$ cat config.mk
export PLATFORM = sky130hd
export DESIGN_NAME = byte_alu_status_top
export DESIGN_NICKNAME = d
export VERILOG_FILES = /design/src/rtl/byte_alu_pkg.sv /design/src/rtl/byte_alu_arith.sv /design/src/rtl/byte_alu_logic.sv /design/src/rtl/byte_alu_status.sv /design/src/rtl/byte_alu_status_top.sv
export SDC_FILE = /design/constraint.sdc
export NUM_CORES = 1
export LEC_CHECK = 0
export BUFFER_PORTS_ARGS = -buffer_cell sky130_fd_sc_hd__clkbuf_2
export CAP_MARGIN = 5
export CORE_ASPECT_RATIO = 1.75
export CORE_MARGIN = 5
export CORE_UTILIZATION = 30
export DETAILED_ROUTE_END_ITERATION = 10
export HOLD_SLACK_MARGIN = 0.1
export REMOVE_ABC_BUFFERS = 1
export SKIP_CTS_REPAIR_TIMING = 1
export SLEW_MARGIN = 20
export SYNTH_ARGS = -nofsm -noshare
export SYNTH_HDL_FRONTEND = slang
export SYNTH_SLANG_ARGS = --single-unit
$ cat constraint.sdc
create_clock -name clk -period 4.7 [get_ports clk]
set_clock_uncertainty 0.1 [all_clocks]
set_input_delay 0.47 -clock clk [delete_from_list [all_inputs] [get_ports clk]]
set_output_delay 0.47 -clock clk [all_outputs]
set_load 0.005 [all_outputs]
$ cat src/rtl/byte_alu_pkg.sv
package byte_alu_pkg;
   typedef enum logic [3:0] {
      OP_PASS = 4'd0,
      OP_ADD  = 4'd1,
      OP_SUB  = 4'd2,
      OP_ADDC = 4'd3,
      OP_INC  = 4'd4,
      OP_DEC  = 4'd5,
      OP_AND  = 4'd6,
      OP_OR   = 4'd7,
      OP_XOR  = 4'd8
   } alu_op_e;

   localparam int FLG_C  = 0;
   localparam int FLG_DC = 1;
   localparam int FLG_Z  = 2;
   localparam int FLG_OV = 3;
   localparam int FLG_N  = 4;
   localparam int FLAG_CNT = 5;
   localparam int STAT_W   = 8;

   localparam logic [STAT_W-1:0] MASK_ARITH = 8'h1F;
   localparam logic [STAT_W-1:0] MASK_ZN    = 8'h14;
endpackage

$ cat src/rtl/byte_alu_arith.sv
module byte_alu_arith
   import byte_alu_pkg::*;
#(
   parameter int DATA_W       = 8,
   parameter bit SPLIT_NIBBLE = 1'b1
) (
   input  logic [DATA_W-1:0] f_opnd,
   input  logic [DATA_W-1:0] w_opnd,
   input  logic [3:0]        op,
   input  logic              carry_in,
   output logic              is_arith,
   output logic [DATA_W-1:0] sum,
   output logic              c_flag,
   output logic              dc_flag,
   output logic              ov_flag
);
   localparam int MSB   = DATA_W - 1;
   localparam int NIB   = 4;
   localparam int HI_W  = DATA_W - NIB;

   logic [DATA_W-1:0] addend;
   logic              cin;
   logic              borrow_mode;
   logic              cout;
   logic              nib_cout;

   // Subtraction is formed as f + ~x + 1; carries are then inverted borrows.
   always_comb begin
      addend      = w_opnd;
      cin         = 1'b0;
      borrow_mode = 1'b0;
      is_arith    = 1'b1;
      unique case (op)
         OP_ADD:  ;
         OP_SUB:  begin addend = ~w_opnd; cin = 1'b1; borrow_mode = 1'b1; end
         OP_ADDC: cin = carry_in;
         OP_INC:  begin addend = '0; cin = 1'b1; end
         OP_DEC:  begin addend = '1; borrow_mode = 1'b1; end
         default: is_arith = 1'b0;
      endcase
   end

   generate
      if (SPLIT_NIBBLE) begin : g_split
         logic [NIB:0]  lo;
         logic [HI_W:0] hi;
         always_comb begin
            lo = {1'b0, f_opnd[NIB-1:0]} + {1'b0, addend[NIB-1:0]} + {{NIB{1'b0}}, cin};
            hi = {1'b0, f_opnd[MSB:NIB]} + {1'b0, addend[MSB:NIB]} + {{HI_W{1'b0}}, lo[NIB]};
         end
         assign sum      = {hi[HI_W-1:0], lo[NIB-1:0]};
         assign cout     = hi[HI_W];
         assign nib_cout = lo[NIB];
      end else begin : g_flat
         logic [DATA_W:0] full;
         assign full     = {1'b0, f_opnd} + {1'b0, addend} + {{DATA_W{1'b0}}, cin};
         assign sum      = full[MSB:0];
         assign cout     = full[DATA_W];
         assign nib_cout = f_opnd[NIB] ^ addend[NIB] ^ full[NIB];
      end
   endgenerate

   assign c_flag  = borrow_mode ? ~cout : cout;
   assign dc_flag = borrow_mode ? ~nib_cout : nib_cout;
   assign ov_flag = (f_opnd[MSB] == addend[MSB]) && (sum[MSB] != f_opnd[MSB]);
endmodule

$ cat src/rtl/byte_alu_logic.sv
module byte_alu_logic
   import byte_alu_pkg::*;
#(
   parameter int DATA_W = 8
) (
   input  logic [DATA_W-1:0] f_opnd,
   input  logic [DATA_W-1:0] w_opnd,
   input  logic [3:0]        op,
   output logic              is_logic,
   output logic [DATA_W-1:0] res
);
   always_comb begin
      is_logic = 1'b1;
      res      = f_opnd;
      unique case (op)
         OP_PASS: res = f_opnd;
         OP_AND:  res = f_opnd & w_opnd;
         OP_OR:   res = f_opnd | w_opnd;
         OP_XOR:  res = f_opnd ^ w_opnd;
         default: is_logic = 1'b0;
      endcase
   end
endmodule

$ cat src/rtl/byte_alu_status.sv
module byte_alu_status #(
   parameter int FLAGS  = 5,
   parameter int STAT_W = 8
) (
   input  logic              clk,
   input  logic              rst_n,
   input  logic              wr_en,
   input  logic [FLAGS-1:0]  wr_mask,
   input  logic [FLAGS-1:0]  wr_flags,
   output logic [STAT_W-1:0] stat_q
);
   generate
      if (FLAGS > STAT_W) begin : g_bad_flags
         $error("byte_alu_status: FLAGS exceeds STAT_W");
      end
      for (genvar i = 0; i < STAT_W; i++) begin : g_bit
         if (i < FLAGS) begin : g_flop
            always_ff @(posedge clk or negedge rst_n) begin
               if (!rst_n)                     stat_q[i] <= 1'b0;
               else if (wr_en && wr_mask[i])   stat_q[i] <= wr_flags[i];
            end
         end else begin : g_zero
            assign stat_q[i] = 1'b0;
         end
      end
   endgenerate

   p_reserved_zero_r9: assert property (@(posedge clk) disable iff (!rst_n)
      stat_q[STAT_W-1:FLAGS] == '0);
   p_idle_hold_r10: assert property (@(posedge clk) disable iff (!rst_n)
      !wr_en |=> $stable(stat_q));
   p_masked_keep_r10: assert property (@(posedge clk) disable iff (!rst_n)
      (wr_en && !wr_mask[0]) |=> stat_q[0] == $past(stat_q[0]));
   p_write_take_r10: assert property (@(posedge clk) disable iff (!rst_n)
      (wr_en && wr_mask[FLAGS-1]) |=> stat_q[FLAGS-1] == $past(wr_flags[FLAGS-1]));
endmodule

$ cat src/rtl/byte_alu_status_top.sv
module byte_alu_status_top
   import byte_alu_pkg::*;
#(
   parameter int DATA_W       = 8,
   parameter bit SPLIT_NIBBLE = 1'b1
) (
   input  logic              clk,
   input  logic              rst_n,
   input  logic [3:0]        op_sel,
   input  logic [DATA_W-1:0] w_opnd,
   input  logic [DATA_W-1:0] f_opnd,
   input  logic              upd_en,
   output logic [DATA_W-1:0] result,
   output logic [STAT_W-1:0] flag_next,
   output logic [STAT_W-1:0] flag_mask,
   output logic [STAT_W-1:0] status_q
);
   localparam int MSB = DATA_W - 1;

   generate
      if (DATA_W < 5) begin : g_bad_width
         $error("byte_alu_status_top: DATA_W must be at least 5");
      end
   endgenerate

   logic              arith_hit, logic_hit;
   logic [DATA_W-1:0] a_sum, l_res;
   logic              a_c, a_dc, a_ov;
   logic [STAT_W-1:0] raw_flags;

   byte_alu_arith #(.DATA_W(DATA_W), .SPLIT_NIBBLE(SPLIT_NIBBLE)) u_arith (
      .f_opnd   (f_opnd),
      .w_opnd   (w_opnd),
      .op       (op_sel),
      .carry_in (status_q[FLG_C]),
      .is_arith (arith_hit),
      .sum      (a_sum),
      .c_flag   (a_c),
      .dc_flag  (a_dc),
      .ov_flag  (a_ov)
   );

   byte_alu_logic #(.DATA_W(DATA_W)) u_logic (
      .f_opnd   (f_opnd),
      .w_opnd   (w_opnd),
      .op       (op_sel),
      .is_logic (logic_hit),
      .res      (l_res)
   );

   always_comb begin
      if (arith_hit) begin
         result    = a_sum;
         flag_mask = MASK_ARITH;
      end else if (logic_hit) begin
         result    = l_res;
         flag_mask = MASK_ZN;
      end else begin
         result    = f_opnd;
         flag_mask = '0;
      end
      raw_flags         = '0;
      raw_flags[FLG_C]  = a_c;
      raw_flags[FLG_DC] = a_dc;
      raw_flags[FLG_OV] = a_ov;
      raw_flags[FLG_Z]  = (result == '0);
      raw_flags[FLG_N]  = result[MSB];
      flag_next         = raw_flags & flag_mask;
   end

   byte_alu_status #(.FLAGS(FLAG_CNT), .STAT_W(STAT_W)) u_status (
      .clk      (clk),
      .rst_n    (rst_n),
      .wr_en    (upd_en),
      .wr_mask  (flag_mask[FLAG_CNT-1:0]),
      .wr_flags (flag_next[FLAG_CNT-1:0]),
      .stat_q   (status_q)
   );

   p_add_sum_r1: assert property (@(posedge clk) disable iff (!rst_n)
      (op_sel == 4'd1) |-> {flag_next[FLG_C], result} == ({1'b0, f_opnd} + {1'b0, w_opnd}));
   p_sub_borrow_r2: assert property (@(posedge clk) disable iff (!rst_n)
      (op_sel == 4'd2) |-> (flag_next[FLG_C] == (f_opnd < w_opnd)) && (result == f_opnd - w_opnd));
   p_addc_sum_r6: assert property (@(posedge clk) disable iff (!rst_n)
      (op_sel == 4'd3) |-> {flag_next[FLG_C], result} ==
         ({1'b0, f_opnd} + {1'b0, w_opnd} + {{DATA_W{1'b0}}, status_q[FLG_C]}));
   p_unused_code_r8: assert property (@(posedge clk) disable iff (!rst_n)
      (op_sel > 4'd8) |-> (flag_mask == '0) && (result == f_opnd));
endmodule

==> flow_metrics.tcl <==
set metrics [dict create \
    hpwl_mm 4.447 \
    synth-xor-area-share 0.02093 \
    place_ws_ns 0.05847 \
    ant_nets 0 \
    max_slew_margin 0.3883 \
    ios 55 \
    insertion_delay_ns 0.22 \
    regMostFlops "u_status.stat_q" \
    final.fill_count 624 \
    ys.flop_type "dfrtp_1" \
    cp_max_fo 11 \
    finalNetCount 320 \
    gp_congestion 0.9501 \
    die_w_um 66.47 \
    rsz0062_at_grt "no" \
    synth.mux.area_fraction 0.01794 \
    drc 0 \
    synth_compound_area_frac 0.3049 \
    setup_ws_ns 0.2670 \
    power_frac_comb 0.619 \
    synthArstFlopShare 1.000 \
    cts_buffers 3 \
    fmax_ghz 0.2256 \
    grt_pass1_wl_mm 8.114 \
    p_int_w 0.0002067 \
    synth-simple-area-share 0.2048 \
    power_frac_clock 0.227 \
    syn2layout_area_growth_pct 22.12 \
    ys_ff_latch 5 \
    drive_above_1_share 0.2926 \
    clk_pin_slew_ns 0.04 \
    maxCapViolCount 0 \
    grt_max_degree 19 \
    h-tree-depth 1 \
    regArea_um2 125.1 \
    cts_root_buf "clkbuf_8" \
    ys_types 55 \
    routed_wl_mm 5.216 \
    portBuffers 45 \
    die_area_um2 7233 \
    p_sw_w 0.0001447 \
    clockBufferDepth 2 \
    finalSetupTns_ns 0 \
    period_minus_slack_ns 4.433 \
    yosysSeqAreaShare 0.07474 \
    grt_pass1_vias 1784 \
    synth_top_family_by_area "compound AO/OA/AOI/OAI gates" \
    cp_data_required_time_ns 4.13 \
    post_drt_via_cell_ratio 5.113 \
    die_h_um 108.8 \
    netlist_area_um2 1674 \
    synthCells 224 \
    grt_overflow 0 \
    multi_input_area_um2 1329 \
    powerDensity_nw_per_um2 171.9 \
    worstSetupPathType "in2out" \
    largest_reg_flops 5 \
    start_util 0.3046 \
    worstMarginPinSlew_ns 0.9126 \
    reg_top3 "u_status.stat_q: 5 flops" \
    finalSetupViolCount 0 \
    syn_avg_cell_area_um2 7.474 \
    fp-row-count 36 \
    clkSinkCount 5 \
    synth_fa_ha_area_frac 0.2123 \
    core_um2 5495 \
    power.leakage_nw 1.037 \
    cts_tree "done" \
    end_kind "output pin" \
    track_usage 0.1441 \
    cp.arrival_ns 3.86 \
    vias 1769 \
    swShare 0.4118 \
    finalHoldViolations 0 \
    pwr-share-seq 0.153 \
    peakVddDrop_mv 0.06542 \
    drtIter0Drc 58 \
    first_pass_iters 4 \
    synth_warnings 0 \
    antenna_found_initial 0 \
    status "completed" \
    cp-start-kind "primary input" \
    wire_per_inst_um 15.08 \
    fin_crit_sh 0.9432 \
    hp-class "reg2reg" \
    drv_slew 0 \
    synth_edf_count 0 \
    holdWs_ns 0.3819 \
    diodes 0 \
]
==> cells in the final DEF (no fill, tap or decap), types with 2 or more instances in the layout <==
cell | netlist | layout
ha_1 | 22 | 22
o22ai_2 | 4 | 4
fa_1 | 4 | 2
o22ai_1 | 2 | 2
nor2b_1 | 7 | 6
a22o_1 | 7 | 7
clkbuf_8 | 0 | 3
nor2_1 | 13 | 13
inv_1 | 25 | 24
nor3_1 | 3 | 2
conb_1 | 1 | 9
a21oi_1 | 12 | 12
nor3_2 | 1 | 2
o31ai_1 | 3 | 2
xnor2_1 | 2 | 2
o21ai_1 | 1 | 2
o32ai_1 | 3 | 3
o32a_1 | 2 | 2
o21ai_0 | 16 | 14
xor2_1 | 2 | 2
or3_1 | 2 | 2
a22oi_1 | 3 | 3
o21a_1 | 2 | 2
nand3b_1 | 2 | 2
nand2_1 | 18 | 18
fa_2 | 0 | 2
clkbuf_2 | 0 | 43
nand2b_1 | 2 | 2
a21o_1 | 3 | 3
buf_4 | 15 | 13
nand3_1 | 3 | 3
and2_1 | 2 | 2
mux2i_1 | 3 | 3
dfrtp_1 | 5 | 5
a2bb2oi_1 | 2 | 2
o211ai_1 | 2 | 2
==> critical path: stages <==
cell,delay (ns)
buf_4,0.16
a21oi_1,0.25
o211ai_1,0.16
buf_4,0.20
a22o_1,0.23
ha_1,0.32
nor2b_1,0.16
o21a_1,0.16
nor2_1,0.19
fa_2,0.25
inv_1,0.05
fa_1,0.41
xor2_1,0.18
nand2_1,0.07
o211ai_1,0.12
nand4bb_1,0.24
nor2_1,0.13
clkbuf_2,0.12
==> cell type report <==
type | count | share of cell area
multi-input combinational | 176 | 0.6499
timing repair buffer | 60 | 0.1744
sequential | 5 | 0.06120
tap | 76 | 0.04651
inverter | 25 | 0.04590
clock buffer | 4 | 0.02203
==> synthesized netlist by cell type, drive strengths merged (4+ instances only) <==
| cell | number | share of area |
|---|---|---|
| nor2 | 13 | 0.029 |
| nor2b | 7 | 0.026 |
| buf | 24 | 0.10 |
| nand2 | 19 | 0.044 |
| o21ai | 17 | 0.051 |
| inv | 25 | 0.056 |
| a22o | 7 | 0.037 |
| a21oi | 12 | 0.036 |
| ha | 22 | 0.16 |
| o22ai | 6 | 0.037 |
| dfrtp | 5 | 0.075 |
| nor3 | 4 | 0.015 |
| fa | 4 | 0.048 |
==> power groups by stage <==
| stage | Clock, W | Sequential, W | Combinational (W) |
|---|---|---|---|
| floorplan | 0 | 0.0000544 | 0.000120 |
| global placement | 0 | 0.0000543 | 0.000211 |
| detailed placement | 0 | 0.0000544 | 0.000212 |
| CTS | 0.0000826 | 0.0000540 | 0.000213 |
| global route | 0.0000834 | 0.0000546 | 0.000244 |
| finish | 0.0000799 | 0.0000538 | 0.000218 |
==> stage by stage <==
step,total power [W],instances,util,instance area (um2)
after floorplan,0.0001741,206,-,1526
after global placement,0.0002654,341,0.3552,1952
after detailed placement,0.0002669,341,0.3552,1952
after CTS,0.0003501,345,0.3634,1997
after global routing,0.0003816,346,0.3720,2044
final,0.0003514,346,0.3720,2044
==> kinds of logic after synthesis <==
family / after synthesis
fa+ha+maj: 26
xor+xnor: 4
other cells: 1
mux: 3
flops: 5
simple gates: 63
buf+inv: 51
compound gates: 71
==> layer usage <==
metal	track usage	share of wire	up-vias	wire, um
li1	-	-	866	-
met5	0	0	-	0
met4	0.07994	0.046	0	241
met1	0.1418	0.35	825	1846
met3	0.007216	0.045	16	235
met2	0.2857	0.55	62	2892
==> path summary, 6_finish.rpt <==
| check | cells after the start | from | slack, ns | to |
|---|---|---|---|---|
| worst max-delay path | 18 | op_sel[1] | 0.27 | flag_next[2] |
| worst min-delay path | 2 | u_status.stat_q[4]$_DFFE_PN0P_ | 0.38 | u_status.stat_q[4]$_DFFE_PN0P_ |
| worst max register to register | 15 | u_status.stat_q[0]$_DFFE_PN0P_ | 1.20 | u_status.stat_q[2]$_DFFE_PN0P_ |
| worst min register to register | 2 | u_status.stat_q[4]$_DFFE_PN0P_ | 0.38 | u_status.stat_q[4]$_DFFE_PN0P_ |
| max in group asynchronous | 2 | rst_n | 3.85 | u_status.stat_q[3]$_DFFE_PN0P_ |
| min in group asynchronous | 2 | rst_n | 0.51 | u_status.stat_q[1]$_DFFE_PN0P_ |
Note: power is estimated with default switching activity, not from simulation.
